`src/rtl/pfs_pkg.sv`:
```
package pfs_pkg;

  localparam int WORD_W   = 16;
  localparam int IDX_W    = $clog2(WORD_W);
  localparam int LEN_W    = IDX_W + 1;
  localparam int MIN_BITS = 4;

  typedef enum logic [1:0] {
    PH_IDLE = 2'd0,
    PH_SYNC = 2'd1,
    PH_DATA = 2'd2
  } phase_t;

  // Index of the first (most significant) bit of a frame after clamping.
  function automatic logic [IDX_W-1:0] top_index(input logic [LEN_W-1:0] len);
    if (int'(len) < MIN_BITS)
      return IDX_W'(MIN_BITS - 1);
    else if (int'(len) > WORD_W)
      return IDX_W'(WORD_W - 1);
    else
      return IDX_W'(len - LEN_W'(1));
  endfunction

endpackage

```
`src/rtl/pfs_fifo.sv`:
```
module pfs_fifo #(
  parameter int W     = 16,
  parameter int DEPTH = 8
) (
  input  logic         clk,
  input  logic         rst,
  input  logic         wr_i,
  input  logic [W-1:0] wdata_i,
  input  logic         rd_i,
  output logic [W-1:0] rdata_o,
  output logic         full_o,
  output logic         empty_o
);
  localparam int AW = $clog2(DEPTH);

  logic [W-1:0] mem [DEPTH];
  logic [AW-1:0] wptr, rptr;
  logic [AW:0]   count;

  logic do_wr, do_rd;
  assign do_wr = wr_i && !full_o;
  assign do_rd = rd_i && !empty_o;

  always_ff @(posedge clk) begin
    if (do_wr) mem[wptr] <= wdata_i;
  end

  always_ff @(posedge clk) begin
    if (rst) begin
      wptr  <= '0;
      rptr  <= '0;
      count <= '0;
    end else begin
      if (do_wr) wptr <= wptr + 1'b1;
      if (do_rd) rptr <= rptr + 1'b1;
      case ({do_wr, do_rd})
        2'b10:   count <= count + 1'b1;
        2'b01:   count <= count - 1'b1;
        default: count <= count;
      endcase
    end
  end

  assign rdata_o = mem[rptr];
  assign full_o  = (count == (AW+1)'(DEPTH));
  assign empty_o = (count == '0);

  AST_NO_OVERFLOW: assert property (@(posedge clk) disable iff (rst)
    wr_i |-> !full_o);
  AST_NO_UNDERFLOW: assert property (@(posedge clk) disable iff (rst)
    rd_i |-> !empty_o);

endmodule

```
`src/rtl/pfs_clkgen.sv`:
```
module pfs_clkgen #(
  parameter int DIV_W = 8
) (
  input  logic             clk,
  input  logic             rst,
  input  logic             run_i,
  input  logic [DIV_W-1:0] half_i,
  output logic             edge_o
);
  logic [DIV_W-1:0] cnt;

  assign edge_o = run_i && (cnt == half_i - 1'b1);

  always_ff @(posedge clk) begin
    if (rst)
      cnt <= '0;
    else if (!run_i || edge_o)
      cnt <= '0;
    else
      cnt <= cnt + 1'b1;
  end

endmodule

```
`src/rtl/pfs_engine.sv`:
```
module pfs_engine
  import pfs_pkg::*;
#(
  parameter int DIV_W = 8
) (
  input  logic              clk,
  input  logic              rst,
  input  logic              edge_i,
  input  logic              tx_empty_i,
  input  logic [WORD_W-1:0] tx_data_i,
  input  logic [LEN_W-1:0]  frame_bits_i,
  input  logic [DIV_W-1:0]  half_cfg_i,
  input  logic              rxd_i,
  output logic [DIV_W-1:0]  half_o,
  output logic              tx_pop_o,
  output logic              rx_push_o,
  output logic [WORD_W-1:0] rx_word_o,
  output logic              busy_o,
  output logic              sclk_o,
  output logic              fss_o,
  output logic              txd_o,
  output logic              txd_oe_o
);
  phase_t            ph;
  logic [IDX_W-1:0]  bit_idx;
  logic [IDX_W-1:0]  top_idx;
  logic [WORD_W-1:0] tx_word;
  logic [WORD_W-1:0] rx_sh;
  logic              lsb_done;

  logic rise_after_lsb;
  logic launch;

  assign busy_o         = (ph != PH_IDLE);
  assign rise_after_lsb = edge_i && (ph == PH_DATA) && !sclk_o && lsb_done;
  assign launch         = !tx_empty_i && ((ph == PH_IDLE) || rise_after_lsb);
  assign tx_pop_o       = launch;
  assign rx_push_o      = rise_after_lsb;
  assign rx_word_o      = rx_sh;

  always_ff @(posedge clk) begin
    if (rst) begin
      ph       <= PH_IDLE;
      bit_idx  <= '0;
      top_idx  <= '0;
      tx_word  <= '0;
      rx_sh    <= '0;
      lsb_done <= 1'b0;
      half_o   <= DIV_W'(1);
      sclk_o   <= 1'b0;
      fss_o    <= 1'b0;
      txd_o    <= 1'b0;
      txd_oe_o <= 1'b0;
    end else if (launch) begin
      ph       <= PH_SYNC;
      tx_word  <= tx_data_i;
      top_idx  <= top_index(frame_bits_i);
      half_o   <= half_cfg_i;
      rx_sh    <= '0;
      lsb_done <= 1'b0;
      sclk_o   <= 1'b1;
      fss_o    <= 1'b1;
      txd_o    <= 1'b0;
      txd_oe_o <= 1'b1;
    end else if (busy_o && edge_i) begin
      if (sclk_o) begin
        // falling boundary: sample the remote bit
        sclk_o <= 1'b0;
        if (ph == PH_DATA) begin
          rx_sh <= {rx_sh[WORD_W-2:0], rxd_i};
          if (bit_idx == '0) lsb_done <= 1'b1;
        end
      end else if (ph == PH_SYNC) begin
        ph      <= PH_DATA;
        fss_o   <= 1'b0;
        sclk_o  <= 1'b1;
        bit_idx <= top_idx;
        txd_o   <= tx_word[top_idx];
      end else if (lsb_done) begin
        // nothing queued: close the frame, clock stays low
        ph       <= PH_IDLE;
        lsb_done <= 1'b0;
        txd_o    <= 1'b0;
        txd_oe_o <= 1'b0;
      end else begin
        sclk_o  <= 1'b1;
        bit_idx <= bit_idx - 1'b1;
        txd_o   <= tx_word[bit_idx - 1'b1];
      end
    end
  end

  AST_QUIET_WHEN_IDLE: assert property (@(posedge clk) disable iff (rst)
    !busy_o |-> (!sclk_o && !fss_o && !txd_oe_o));
  AST_PULSE_STARTS_ON_RISE: assert property (@(posedge clk) disable iff (rst)
    $rose(fss_o) |-> $rose(sclk_o));
  AST_PULSE_ENDS_ON_RISE: assert property (@(posedge clk) disable iff (rst)
    $fell(fss_o) |-> $rose(sclk_o));
  AST_PUSH_AT_FRAME_END: assert property (@(posedge clk) disable iff (rst)
    rx_push_o |=> ($rose(fss_o) || !txd_oe_o));
  AST_CLOCK_ONLY_IN_FRAME: assert property (@(posedge clk) disable iff (rst)
    !$stable(sclk_o) |-> (busy_o || $past(busy_o)));

endmodule

```
`src/rtl/pfs_rxtimeout.sv`:
```
module pfs_rxtimeout #(
  parameter int DIV_W = 8,
  parameter int TMO_W = 16
) (
  input  logic             clk,
  input  logic             rst,
  input  logic             idle_i,
  input  logic             has_data_i,
  input  logic             rd_i,
  input  logic             start_i,
  input  logic [DIV_W-1:0] half_i,
  input  logic [TMO_W-1:0] limit_i,
  output logic             flag_o
);
  logic [DIV_W:0]   sub;
  logic [TMO_W-1:0] periods;
  logic             restart;
  logic             period_end;

  assign restart    = rd_i || start_i || !idle_i || !has_data_i;
  assign period_end = (sub == {half_i, 1'b0} - 1'b1);

  always_ff @(posedge clk) begin
    if (rst) begin
      sub     <= '0;
      periods <= '0;
      flag_o  <= 1'b0;
    end else if (restart) begin
      sub     <= '0;
      periods <= '0;
      if (rd_i || start_i) flag_o <= 1'b0;
    end else begin
      if (periods >= limit_i) flag_o <= 1'b1;
      if (period_end) begin
        sub <= '0;
        if (periods != {TMO_W{1'b1}}) periods <= periods + 1'b1;
      end else begin
        sub <= sub + 1'b1;
      end
    end
  end

  AST_TIMEOUT_NEEDS_IDLE_DATA: assert property (@(posedge clk) disable iff (rst)
    $rose(flag_o) |-> $past(idle_i && has_data_i));

endmodule

```
`src/rtl/pfs_master.sv`:
```
module pfs_master
  import pfs_pkg::*;
#(
  parameter int FIFO_DEPTH = 8,
  parameter int DIV_W      = 8,
  parameter int TMO_W      = 16
) (
  input  logic              clk,
  input  logic              rst,
  input  logic [DIV_W-1:0]  clk_div,
  input  logic [LEN_W-1:0]  frame_bits,
  input  logic [TMO_W-1:0]  timeout_periods,
  input  logic              tx_wr_en,
  input  logic [WORD_W-1:0] tx_wr_data,
  output logic              tx_full,
  output logic              tx_empty,
  input  logic              rx_rd_en,
  output logic [WORD_W-1:0] rx_rd_data,
  output logic              rx_full,
  output logic              rx_empty,
  output logic              rx_timeout,
  output logic              rx_overrun,
  output logic              sclk,
  output logic              fss,
  output logic              txd,
  output logic              txd_oe,
  input  logic              rxd
);
  logic [DIV_W-1:0]  cfg_half;
  logic [DIV_W-1:0]  run_half;
  logic              tick;
  logic              tx_pop;
  logic [WORD_W-1:0] tx_head;
  logic              eng_push;
  logic [WORD_W-1:0] eng_word;
  logic              busy;

  assign cfg_half = (clk_div < DIV_W'(2)) ? DIV_W'(1) : (clk_div >> 1);

  pfs_fifo #(.W(WORD_W), .DEPTH(FIFO_DEPTH)) u_txq (
    .clk     (clk),
    .rst     (rst),
    .wr_i    (tx_wr_en && !tx_full),
    .wdata_i (tx_wr_data),
    .rd_i    (tx_pop),
    .rdata_o (tx_head),
    .full_o  (tx_full),
    .empty_o (tx_empty)
  );

  pfs_fifo #(.W(WORD_W), .DEPTH(FIFO_DEPTH)) u_rxq (
    .clk     (clk),
    .rst     (rst),
    .wr_i    (eng_push && !rx_full),
    .wdata_i (eng_word),
    .rd_i    (rx_rd_en && !rx_empty),
    .rdata_o (rx_rd_data),
    .full_o  (rx_full),
    .empty_o (rx_empty)
  );

  pfs_clkgen #(.DIV_W(DIV_W)) u_clk (
    .clk    (clk),
    .rst    (rst),
    .run_i  (busy),
    .half_i (run_half),
    .edge_o (tick)
  );

  pfs_engine #(.DIV_W(DIV_W)) u_eng (
    .clk          (clk),
    .rst          (rst),
    .edge_i       (tick),
    .tx_empty_i   (tx_empty),
    .tx_data_i    (tx_head),
    .frame_bits_i (frame_bits),
    .half_cfg_i   (cfg_half),
    .rxd_i        (rxd),
    .half_o       (run_half),
    .tx_pop_o     (tx_pop),
    .rx_push_o    (eng_push),
    .rx_word_o    (eng_word),
    .busy_o       (busy),
    .sclk_o       (sclk),
    .fss_o        (fss),
    .txd_o        (txd),
    .txd_oe_o     (txd_oe)
  );

  pfs_rxtimeout #(.DIV_W(DIV_W), .TMO_W(TMO_W)) u_tmo (
    .clk        (clk),
    .rst        (rst),
    .idle_i     (!busy),
    .has_data_i (!rx_empty),
    .rd_i       (rx_rd_en && !rx_empty),
    .start_i    (tx_pop),
    .half_i     (cfg_half),
    .limit_i    (timeout_periods),
    .flag_o     (rx_timeout)
  );

  always_ff @(posedge clk) begin
    if (rst)
      rx_overrun <= 1'b0;
    else if (eng_push && rx_full)
      rx_overrun <= 1'b1;
  end

  AST_OVERRUN_STICKY: assert property (@(posedge clk) disable iff (rst)
    rx_overrun |=> rx_overrun);
  AST_DROP_WHEN_FULL: assert property (@(posedge clk) disable iff (rst)
    (eng_push && rx_full && !rx_rd_en) |=> rx_full);

endmodule

```
`config.mk`:
```
export PLATFORM = sky130hd
export DESIGN_NAME = pfs_master
export DESIGN_NICKNAME = d
export VERILOG_FILES = /design/src/rtl/pfs_pkg.sv /design/src/rtl/pfs_fifo.sv /design/src/rtl/pfs_clkgen.sv /design/src/rtl/pfs_engine.sv /design/src/rtl/pfs_rxtimeout.sv /design/src/rtl/pfs_master.sv
export SDC_FILE = /design/constraint.sdc
export NUM_CORES = 1
export LEC_CHECK = 0
export BUFFER_PORTS_ARGS = -buffer_cell sky130_fd_sc_hd__buf_4
export CORE_AREA = 3 3 254 256
export CTS_BUF_LIST = sky130_fd_sc_hd__clkbuf_4
export CTS_CLUSTER_SIZE = 40
export DETAILED_ROUTE_END_ITERATION = 7
export DIE_AREA = 0 0 257 259
export SETUP_SLACK_MARGIN = 0.5
export SYNTH_ARGS = -nofsm -noshare
export SYNTH_HDL_FRONTEND = slang
export SYNTH_SLANG_ARGS = --single-unit
```
`constraint.sdc`:
```
create_clock -name clk -period 5.6 [get_ports clk]
set_input_delay 0.84 -clock clk [delete_from_list [all_inputs] [get_ports clk]]
set_output_delay 0.84 -clock clk [all_outputs]
set_load 0.01 [all_outputs]
```
==> impl_metrics.yaml, run 1 <==
die:
  die_w_microns: 257
  dieArea_sq_mm: 0.0666
  core_area_sq_mm: 0.0627
  num_rows: 92
  initial_utilization: 0.249
  io_pins: 76
  die-height_microns: 259
cts:
  ctsLongestPathBuffers: 3
  clock-sinks: 368
  cts_post_setup_buffers_inserted: 0
  cts.clk_slew.worst_paths_ns: 0.07
  holdBufCountCts: 0
  ctsRootBufferMaster: "clkbuf_4"
  cts_resized: 0
  cts_tree: "built"
  clk_latency_ns: 0.80
  htree_levels: 3
  cts_made_buffers: 94
pwr:
  seqPwrFrac: 0.458
  switching_share: 0.293
  combPwrFrac: 0.204
  power.share.clock: 0.338
  peakVddDrop_mv: 0.278
  p_switching_w: 0.00209
  pwr_density_cell_mw_per_mm2: 386
  internal-power_w: 0.00504
  leakagePower_nw: 6.50
timing:
  finalSetupTns_ns: 0
  hold_viol_final: 0
  whs_ns: 0.270
  fin_ws_ns: 1.63
  setup_viol: 0
  skew_ns: 0.0446
  slew_violations: 0
  fmax_mhz: 252
  tightest_slew_ns: 1.21
  slew_headroom: 0.193
  finalCritPeriodShare: 0.710
  post-route-min-period_ns: 3.97
  rsz0062_at_grt: "no"
logic_synthesis:
  ys_warn_count: 0
  netlist_area_sq_mm: 0.0156
  synth_edf_count: 256
  avgSynthCellArea_sq_um: 14.6
  async_reset_ff_frac: 0
  syn_nets: 1150
  synth_flop_cell: "edfxtp_1"
  synth-seq-area-share: 0.636
  yosysUniqueCellTypes: 67
  ys_ff_latch: 368
  netlist_instances: 1066
run:
  max_cap_violations: 0
drt:
  finalWirelength_mm: 33.9
  vias: 9276
  avgRoutedWirePerCell_microns: 15.9
  initialDrtViolationCount: 487
  first_pass_iters: 5
  ant_nets: 0
  drc_errors: 0
  vias_per_cell: 4.35
hold_path:
  whs_path_depth: 1
  hold_path_class: "input port to flip-flop"
critical_path:
  max_stage_delay_ns: 0.47
  slowest_stage: "nor2b_1"
  worstSetupPathType: "flip-flop to flip-flop"
  cp.required_ns: 6.31
  path_cells: "inv_1 -> ha_1 -> o21ba_1 -> a221oi_1 -> a41oi_1 -> nor4_4 -> buf_4 -> nor2b_1 -> nand2_1 -> ha_1 -> xor2_1 -> ha_1 -> a21oi_1 -> xor2_1 -> or3_1 -> a21oi_1"
  rrSetupSlack_ns: 1.63
  reg2reg_depth: 16
  cp_max_fo: 13
  critPathCaptureType: "flip-flop"
  worst_path_most_repeated_cell: "ha_1"
  start_kind: "flip-flop"
  critPathArrivalTime_ns: 4.68
place:
  dp_hpwl_mm: 20.7
  routabilityCongestion: 0.792
  port_buffers: 74
  dp_cells: 1952
  place_ws_ns: 1.62
status:
  status: "finished, final reports clean"
cells_and_area:
  fin_util: 0.295
  drive_gt1_frac: 0.299
  num-fill-cells: 6283
  final_cells: 2131
  fin_nets: 1286
  areaGrowthSynthToFinish_pct: 18.6
global_routing:
  antenna_found_initial: 3
  grt_pass1_wl_mm: 53.6
  grtUsageTotal: 0.103
  first_global_vias: 9771
  grt_overflow: 0
  grt_max_degree: 50
worst max-delay path, delay by kind of cell (launching register included):
| kind | cells | cell delay [ns] |
|---|---|---|
| buf+inv | 2 | 0.31 |
| compound gates | 5 | 0.91 |
| fa+ha+maj | 3 | 0.79 |
| flops | 1 | 0.43 |
| simple gates | 4 | 1.22 |
| xor+xnor | 2 | 0.26 |
placed cells by master (no fill, tap or decap), types with 10 or more instances in the layout:
cell         n
edfxtp_1   256
and3_1      10
clkinv_1    11
nor3_1      13
xnor2_1     19
nand4_1     10
xor2_1      28
buf_4       92
nand3_1     21
ha_1        33
inv_1       41
nor2_1      79
clkbuf_4   157
a21o_1      11
nand2b_1    14
o2bb2ai_2   10
dfxtp_1    108
o21ai_0     13
mux4_2      74
mux2_2      17
nand2_1     67
a21oi_1     60
mux2i_1     28
power by group through the flow:
stage,clock network (W),logic [W],registers (W)
finish,0.00241,0.00146,0.00327
global route,0.00266,0.00163,0.00330
CTS,0.00252,0.00148,0.00327
detailed placement,0,0.00148,0.00333
global placement,0,0.00145,0.00332
floorplan,0,0.00117,0.00323
registers in the layout, indices dropped and copies added, names as in the netlist, 4 cells and up, named ones only:
| register | flops |
|---|---|
| u_rxq.count | 4 |
| u_rxq.mem | 128 |
| u_eng.rx_word_o | 16 |
| u_tmo.periods | 16 |
| u_eng.half_o | 7 |
| u_eng.tx_word | 16 |
| u_eng.top_idx | 4 |
| u_txq.mem | 128 |
| u_tmo.sub | 9 |
| u_txq.count | 4 |
| u_eng.bit_idx | 4 |
| u_clk.cnt | 8 |
logic make-up (layout without fill, tap and decap cells):
group,Yosys count,in the layout,share of synthesized area
other,0,2,0
XOR/XNOR,47,47,0.0264
multiplexers,119,119,0.137
adder cells (fa/ha/maj),34,34,0.0277
AO/OA/AOI/OAI,137,137,0.0623
buffers and inverters,93,310,0.0249
flip-flops,368,368,0.636
AND/OR/NAND/NOR,268,268,0.0852
synth_stat cells (3+ instances only):
cell / number / area share
nor3b_1: 3 / 0.0014
buf_6: 3 / 0.0022
ha_1: 33 / 0.026
mux2_2: 17 / 0.012
dfxtp_1: 112 / 0.14
nand3_1: 21 / 0.0067
a21oi_1: 60 / 0.019
nor2_1: 82 / 0.020
buf_2: 10 / 0.0032
nor2b_1: 6 / 0.0024
a221oi_1: 3 / 0.0017
clkbuf_1: 30 / 0.0072
mux4_2: 74 / 0.11
inv_1: 41 / 0.0099
buf_1: 8 / 0.0019
and3_1: 10 / 0.0040
and4_1: 3 / 0.0017
nor3_1: 19 / 0.0061
xnor2_1: 19 / 0.011
nand4_1: 10 / 0.0040
a31oi_1: 5 / 0.0020
o41ai_1: 3 / 0.0017
a41o_1: 3 / 0.0019
a21o_1: 11 / 0.0053
o2bb2ai_1: 6 / 0.0034
mux2i_1: 28 / 0.018
nand2b_1: 14 / 0.0056
and2_1: 5 / 0.0020
nor4_1: 5 / 0.0020
o21ai_0: 13 / 0.0042
nand2_1: 67 / 0.016
o2bb2ai_2: 10 / 0.0096
edfxtp_1: 256 / 0.49
xor2_1: 28 / 0.016
or3_1: 6 / 0.0024
o32ai_1: 3 / 0.0017
final timing paths:
path / start / endpoint
setup / recovery: u_eng.half_o[0] / u_rxq.count[2]
hold / removal: tx_wr_data[4] / u_txq.mem[7][4]
setup reg to reg: u_eng.half_o[0] / u_rxq.count[2]
hold reg to reg: u_clk.cnt[0] / u_clk.cnt[0]
through the flow:
step	power (W)	cell area [sq um]
2_1_floorplan	0.00440	15600
3_3_place_gp	0.00477	17200
3_5_place_dp	0.00481	17200
4_1_cts	0.00728	18500
5_1_grt	0.00759	18500
6_report	0.00714	18500
layer usage:
metal	GRT usage	share of wire	up-vias
li1	-	-	4411
met1	0.127	0.44	4572
met2	0.170	0.49	238
met3	0.0299	0.055	53
met4	0.0392	0.018	2
met5	0	0.00059	-
cell type report:
class                   instances  area, sq um  share of cell area
well taps                     846         1060              0.0572
clock inverters                20          133             0.00717
diodes                          2         5.00            0.000270
repair buffers                 92          691              0.0373
inverters                      41          154             0.00832
flip-flops and latches        368         9930               0.537
multi-input cells             605         5350               0.289
clock buffers                 157         1180              0.0637
Power figures use the tool's default switching activity.
==> run 2, diff against run 1 <==
Settings changed: ABC_AREA from default to 1, CORE_AREA 3 3 254 256 to 3 3 259 261, DIE_AREA 0 0 257 259 to 0 0 262 264.
Clock period 5.6 ns to 3.5 ns, I/O delays scaled along.
==> impl_metrics.yaml, run 2 <==
pwr:
  p_switching_w: 0.00440
  internal-power_w: 0.00822
  leakagePower_nw: 7.15
  peakVddDrop_mv: 0.310
  switching_share: 0.349
  seqPwrFrac: 0.414
  p_total_w: 0.0126
  pwr_density_cell_mw_per_mm2: 650
  power.share.clock: 0.290
  combPwrFrac: 0.296
logic_synthesis:
  yosysUniqueCellTypes: 45
  synth_flop_cell: "edfxtp_1"
  syn_nets: 1716
  synth-seq-area-share: 0.614
  async_reset_ff_frac: 0
  ys_warn_count: 0
  yosysMostFrequentCell: "nor2_1"
  muxShareOfSynthArea: 0
  synthXorXnorAreaFrac: 0.0238
  yosys-top-cells-count: "nor2_1, edfxtp_1, nand2_1"
  synth_simple_gate_area_frac: 0.169
  synth_area_leaders: "edfxtp_1, dfxtp_1, nor2_1, nand2_1, o21ai_0"
  ys_ff_latch: 368
  synth_top_area_cell: "edfxtp_1"
  netlist_instances: 1632
  synth_compound_area_frac: 0.114
  synthAdderAreaFrac: 0.0268
  synth.top_cell.area_share: 0.475
  synth_edf_count: 256
  synth_top_family_by_area: "simple AND/OR/NAND/NOR gates"
  netlist_area_sq_mm: 0.0162
  avgSynthCellArea_sq_um: 9.91
drt:
  finalWirelength_mm: 39.8
  first_pass_iters: 5
  drc_errors: 0
  vias: 12200
  avgRoutedWirePerCell_microns: 14.6
  ant_nets: 0
  vias_per_cell: 4.48
  initialDrtViolationCount: 782
timing:
  skew_ns: 0.0451
  slew_violations: 0
  tightest_slew_ns: 0.746
  fmax_mhz: 350
  hold_viol_final: 0
  slew_headroom: 0.502
  post-route-min-period_ns: 2.86
  setup_viol: 0
  finalCritPeriodShare: 0.817
  finalSetupTns_ns: 0
  rsz0062_at_grt: "yes"
place:
  port_buffers: 74
  dp_cells: 2520
  placed_cell_area_sq_mm: 0.0177
  routabilityCongestion: 0.782
  dp_hpwl_mm: 24.1
critical_path:
  cp.required_ns: 2.97
  r2r-end: "u_rxq.count[3]"
  critPathCaptureType: "primary output"
  rrSetupSlack_ns: 0.69
  critPathArrivalTime_ns: 2.33
  reg2reg_from: "u_eng.half_o[0]"
  cp_max_fo: 32
  start_kind: "flip-flop"
  worstSetupPathType: "flip-flop to primary output"
  reg2reg_depth: 20
hold_path:
  min_from: "clk_div[1]"
  whs_path_depth: 5
  hold_path_class: "input port to flip-flop"
  holdPathEnd: "u_eng.half_o[0]"
die:
  die_w_microns: 262
  initial_utilization: 0.250
  num_rows: 93
  core_area_sq_mm: 0.0647
  io_pins: 76
  dieArea_sq_mm: 0.0692
  die-height_microns: 264
cts:
  cts_made_buffers: 91
  ctsLongestPathBuffers: 3
  cts_tree: "built"
  clk_latency_ns: 0.79
  htree_levels: 3
  ctsRootBufferMaster: "clkbuf_4"
  cts.clk_slew.worst_paths_ns: 0.07
  clock-sinks: 368
cells_and_area:
  final_common_cell: "nor2_1"
  final_cell_mix: "nor2_1, edfxtp_1, nand2_1"
  final_cells: 2727
  areaGrowthSynthToFinish_pct: 20.1
  top_regs: "u_rxq.mem: 128 flops, u_txq.mem: 128 flops"
  final_area_sq_mm: 0.0194
  drive_gt1_frac: 0.172
  fin_nets: 1875
global_routing:
  grt_overflow: 0
  grt_max_degree: 66
  grt_pass1_wl_mm: 62.1
  first_global_vias: 12100
  grtUsageTotal: 0.113
  antenna_found_initial: 3
status:
  status: "finished, final reports clean"
run:
  max_cap_violations: 0
[run 2: cells by family (layout without fill, tap and decap cells)]
group	after synthesis	count (layout)
other	0	2
adder cells (fa/ha/maj)	34	34
buffers and inverters	204	442
AND/OR/NAND/NOR	650	650
XOR/XNOR	44	44
AO/OA/AOI/OAI	332	332
flip-flops	368	368
[run 2: layout make-up]
class	count	area (sq um)
Antenna cell	2	5.00
Clock buffer	136	1020
Clock inverter	36	186
Fill cell	6781	45300
Inverter	131	509
Multi-Input combinational cell	1060	5520
Sequential cell	368	9950
Tap cell	855	1070
Timing Repair Buffer	139	1160
[run 2: power groups by stage]
stage	Sequential, W	Combinational [W]	Clock [W]
floorplan	0.00517	0.00250	0
global placement	0.00527	0.00336	0
detailed placement	0.00529	0.00348	0
CTS	0.00521	0.00362	0.00379
global route	0.00527	0.00420	0.00402
finish	0.00523	0.00374	0.00366
[run 2: timing repair]
action,in CTS,in global routing
setup buffers,3,5
pin swaps,1,18
gates resized for setup,17,35
gates cloned,0,1
hold buffers,24,0
setup endpoints to repair,20,34
hold endpoints to repair,144,0
[run 2: worst max path at each step]
stage,start,to,slack [ns]
5_1_grt,u_eng.half_o[0],u_txq.count[3],0.45
3_5_place_dp,u_eng.half_o[0],u_txq.count[3],0.33
2_1_floorplan,u_eng.half_o[0],u_txq.count[3],0.54
6_report,flip-flop,rx_rd_data[4],0.64
3_3_place_gp,clk_div[7],u_tmo.periods[13],0.43
4_1_cts,flip-flop,rx_rd_data[4],0.47
[run 2: per-stage QoR]
| stage | utilization | setup WS (ns) | hold WS [ns] |
|---|---|---|---|
| 4_1_cts | 0.298 | 0.475 | 0.0629 |
| 3_3_place_gp | 0.274 | 0.434 | 0.437 |
| 6_report | 0.300 | 0.642 | 0.160 |
| 3_5_place_dp | 0.274 | 0.328 | 0.433 |
| 5_1_grt | 0.300 | 0.448 | 0.107 |
| 2_1_floorplan | - | 0.536 | 0.412 |
[run 2: worst max-delay path, stage by stage (launching register included)]
cell	delay [ns]
dfxtp_4	0.44
buf_12	0.21
o21ai_0	0.12
o22ai_1	0.18
nor2_1	0.06
a31oi_1	0.30
buf_4	0.19
[run 2: metal layers]
metal  GRT usage  wire length [microns]  vias to the layer above
met3      0.0313                   2490                       79
met1       0.140                  17500                     5795
li1            -                      -                     6010
met4      0.0431                   1020                        2
met2       0.185                  18800                      322
met5           0                     13                        -
==> run 3, diff against run 2 <==
Clock period 3.5 ns to 2.85 ns, I/O delays scaled along.
==> impl_metrics.yaml, run 3 (synthesized netlist as in run 2, its figures left out) <==
global_routing:
  gr-max-usage-layer: "met2"
  grt_use_met3: 0.0324
  grt_overflow: 0
  antenna_found_initial: 1
  grt_util_met1: 0.146
  gr-usage-met2: 0.199
  grtUsageTotal: 0.118
  grt_pass1_wl_mm: 64.6
  first_global_vias: 12300
  grt_max_degree: 67
cts:
  ctsRootBufferMaster: "clkbuf_4"
  cts_made_buffers: 91
  cts_tree: "built"
  clock-sinks: 368
  cts.clk_slew.worst_paths_ns: 0.06
  ctsLongestPathBuffers: 3
  htree_levels: 3
  clk_latency_ns: 0.83
die:
  die-height_microns: 264
  die_w_microns: 262
  num_rows: 93
  io_pins: 76
  core_area_sq_mm: 0.0647
  initial_utilization: 0.250
  dieArea_sq_mm: 0.0692
place:
  port_buffers: 74
  dp_cells: 2530
  routabilityCongestion: 0.826
  dp_hpwl_mm: 23.7
  place_ws_ns: -0.103
timing:
  fmax_mhz: 363
  hold_viol_final: 0
  whs_ns: 0.0800
  tightest_slew_ns: 1.25
  skew_ns: 0.0785
  slew_headroom: 0.166
  rsz0062_at_grt: "yes"
  slew_violations: 0
  finalSetupTns_ns: 0
  fin_ws_ns: 0.0975
  setup_viol: 0
  post-route-min-period_ns: 2.75
  finalCritPeriodShare: 0.966
critical_path:
  reg2reg_from: "u_eng.half_o[0]"
  reg2reg_depth: 21
  rrSetupSlack_ns: 0.14
  critPathCaptureType: "primary output"
  max_stage_delay_ns: 0.39
  worstSetupPathType: "flip-flop to primary output"
  cp_top_family: "buffers and inverters"
  worst_path_most_repeated_cell: "buf_12"
  start_kind: "flip-flop"
  cp_max_fo: 8
  crit_buf_inv: 5
  critPathArrivalTime_ns: 2.32
  slowest_stage: "dfxtp_4"
  path_cells: "buf_12 -> buf_12 -> clkbuf_16 -> buf_12 -> nor2_4 -> o22ai_2 -> nor2_2 -> a31oi_2 -> buf_4"
  r2r-end: "u_txq.count[1]"
  cp.required_ns: 2.42
cells_and_area:
  areaGrowthSynthToFinish_pct: 28.8
  final_cells: 2766
  final_cell_mix: "edfxtp_1, nor2_1, nand2_1"
  final_common_cell: "edfxtp_1"
  drive_gt1_frac: 0.230
  fin_nets: 1916
  top_regs: "u_rxq.mem: 128 flops, u_txq.mem: 128 flops"
  fin_util: 0.322
hold_path:
  holdPathEnd: "u_eng.top_idx[0]"
  hold_path_class: "input port to flip-flop"
  whs_path_depth: 4
  min_from: "frame_bits[0]"
status:
  status: "finished, final reports clean"
pwr:
  leakagePower_nw: 7.61
  pwr_density_cell_mw_per_mm2: 800
  peakVddDrop_mv: 0.456
drt:
  first_pass_iters: 7
  vias_per_cell: 4.55
  avgRoutedWirePerCell_microns: 15.4
  ant_nets: 0
  finalWirelength_mm: 42.6
  initialDrtViolationCount: 952
  vias: 12600
  drc_errors: 0
run:
  max_cap_violations: 0
-- run 3: cell types whose count changed in the layout (fill, tap and decap cells not counted), moves of 6 or more --
cell | before | now
nor2_2 | 0 | 15
o21ai_1 | 4 | 30
buf_16 | 0 | 6
o21ai_0 | 128 | 86
nor2_1 | 273 | 237
o21ai_2 | 0 | 13
o22ai_1 | 16 | 6
a31oi_1 | 15 | 9
buf_12 | 3 | 19
nor2_4 | 5 | 26
buf_6 | 1 | 10
o22ai_2 | 0 | 10
clkbuf_16 | 1 | 9
-- run 3: layer usage --
layer,wire length (microns),up-vias
li1,-,6106
met1,18200,5997
met2,20800,401
met3,2780,78
met4,856,0
met5,0,-
-- run 3: where the power goes --
part	leakage, nW	switching (W)	total (W)	internal [W]
Sequential	3.13	0.000290	0.00635	0.00606
Combinational	3.77	0.00335	0.00581	0.00246
Clock	0.710	0.00219	0.00450	0.00231
Total	7.61	0.00583	0.0167	0.0108
-- run 3: worst register-to-register path, stage by stage, from the launching register on --
cell and delay [ns]:
dfxtp_4 0.38, inv_4 0.04, ha_4 0.16, nand2_2 0.06, inv_2 0.04, nand2_2 0.06
nand2_1 0.05, nor2_1 0.10, nand2_1 0.09, nor2_4 0.14, nand4_4 0.13, nand2_4 0.12
nand2_4 0.06, clkinv_4 0.05, ha_4 0.16, buf_4 0.12, buf_6 0.09, inv_4 0.03
fa_2 0.51, nor2_1 0.04, a21oi_1 0.11, nor2_1 0.05
-- run 3: worst max path at each step --
stage,startpoint,endpoint,slack (ns),depth (start not counted)
6_report,flip-flop,rx_rd_data[10],0.1,9
5_1_grt,u_eng.half_o[0],u_txq.count[3],-0.07,19
4_1_cts,flip-flop,rx_rd_data[9],0.11,7
3_5_place_dp,clk_div[7],u_tmo.periods[1],-0.10,17
3_3_place_gp,clk_div[7],u_tmo.periods[0],0.04,17
2_1_floorplan,u_eng.half_o[0],u_txq.count[3],0.16,24
-- run 3: cell type report --
cell class,count,area (sq um)
Sequential cell,368,9940
Clock inverter,34,180
Inverter,131,528
Tap cell,855,1070
Antenna cell,1,2.50
Clock buffer,137,1030
Timing Repair Buffer,180,2030
Multi-Input combinational cell,1060,6050
Fill cell,6521,43900
-- run 3: metrics by stage --
stage | total power, W | area [sq um]
after global routing | 0.0177 | 20800
after CTS | 0.0160 | 20100
after global placement | 0.0108 | 18100
after floorplan | 0.00950 | 16300
after detailed placement | 0.0109 | 18100
final | 0.0167 | 20800
-- run 3: repair_timing --
item                       in CTS  in global routing
hold endpoints to repair      146                  0
setup endpoints to repair     190                203
buffers inserted               11                 11
cloned                         10                  7
hold buffers                   25                  0
resized for setup              51                152
pin swaps                      12                 48
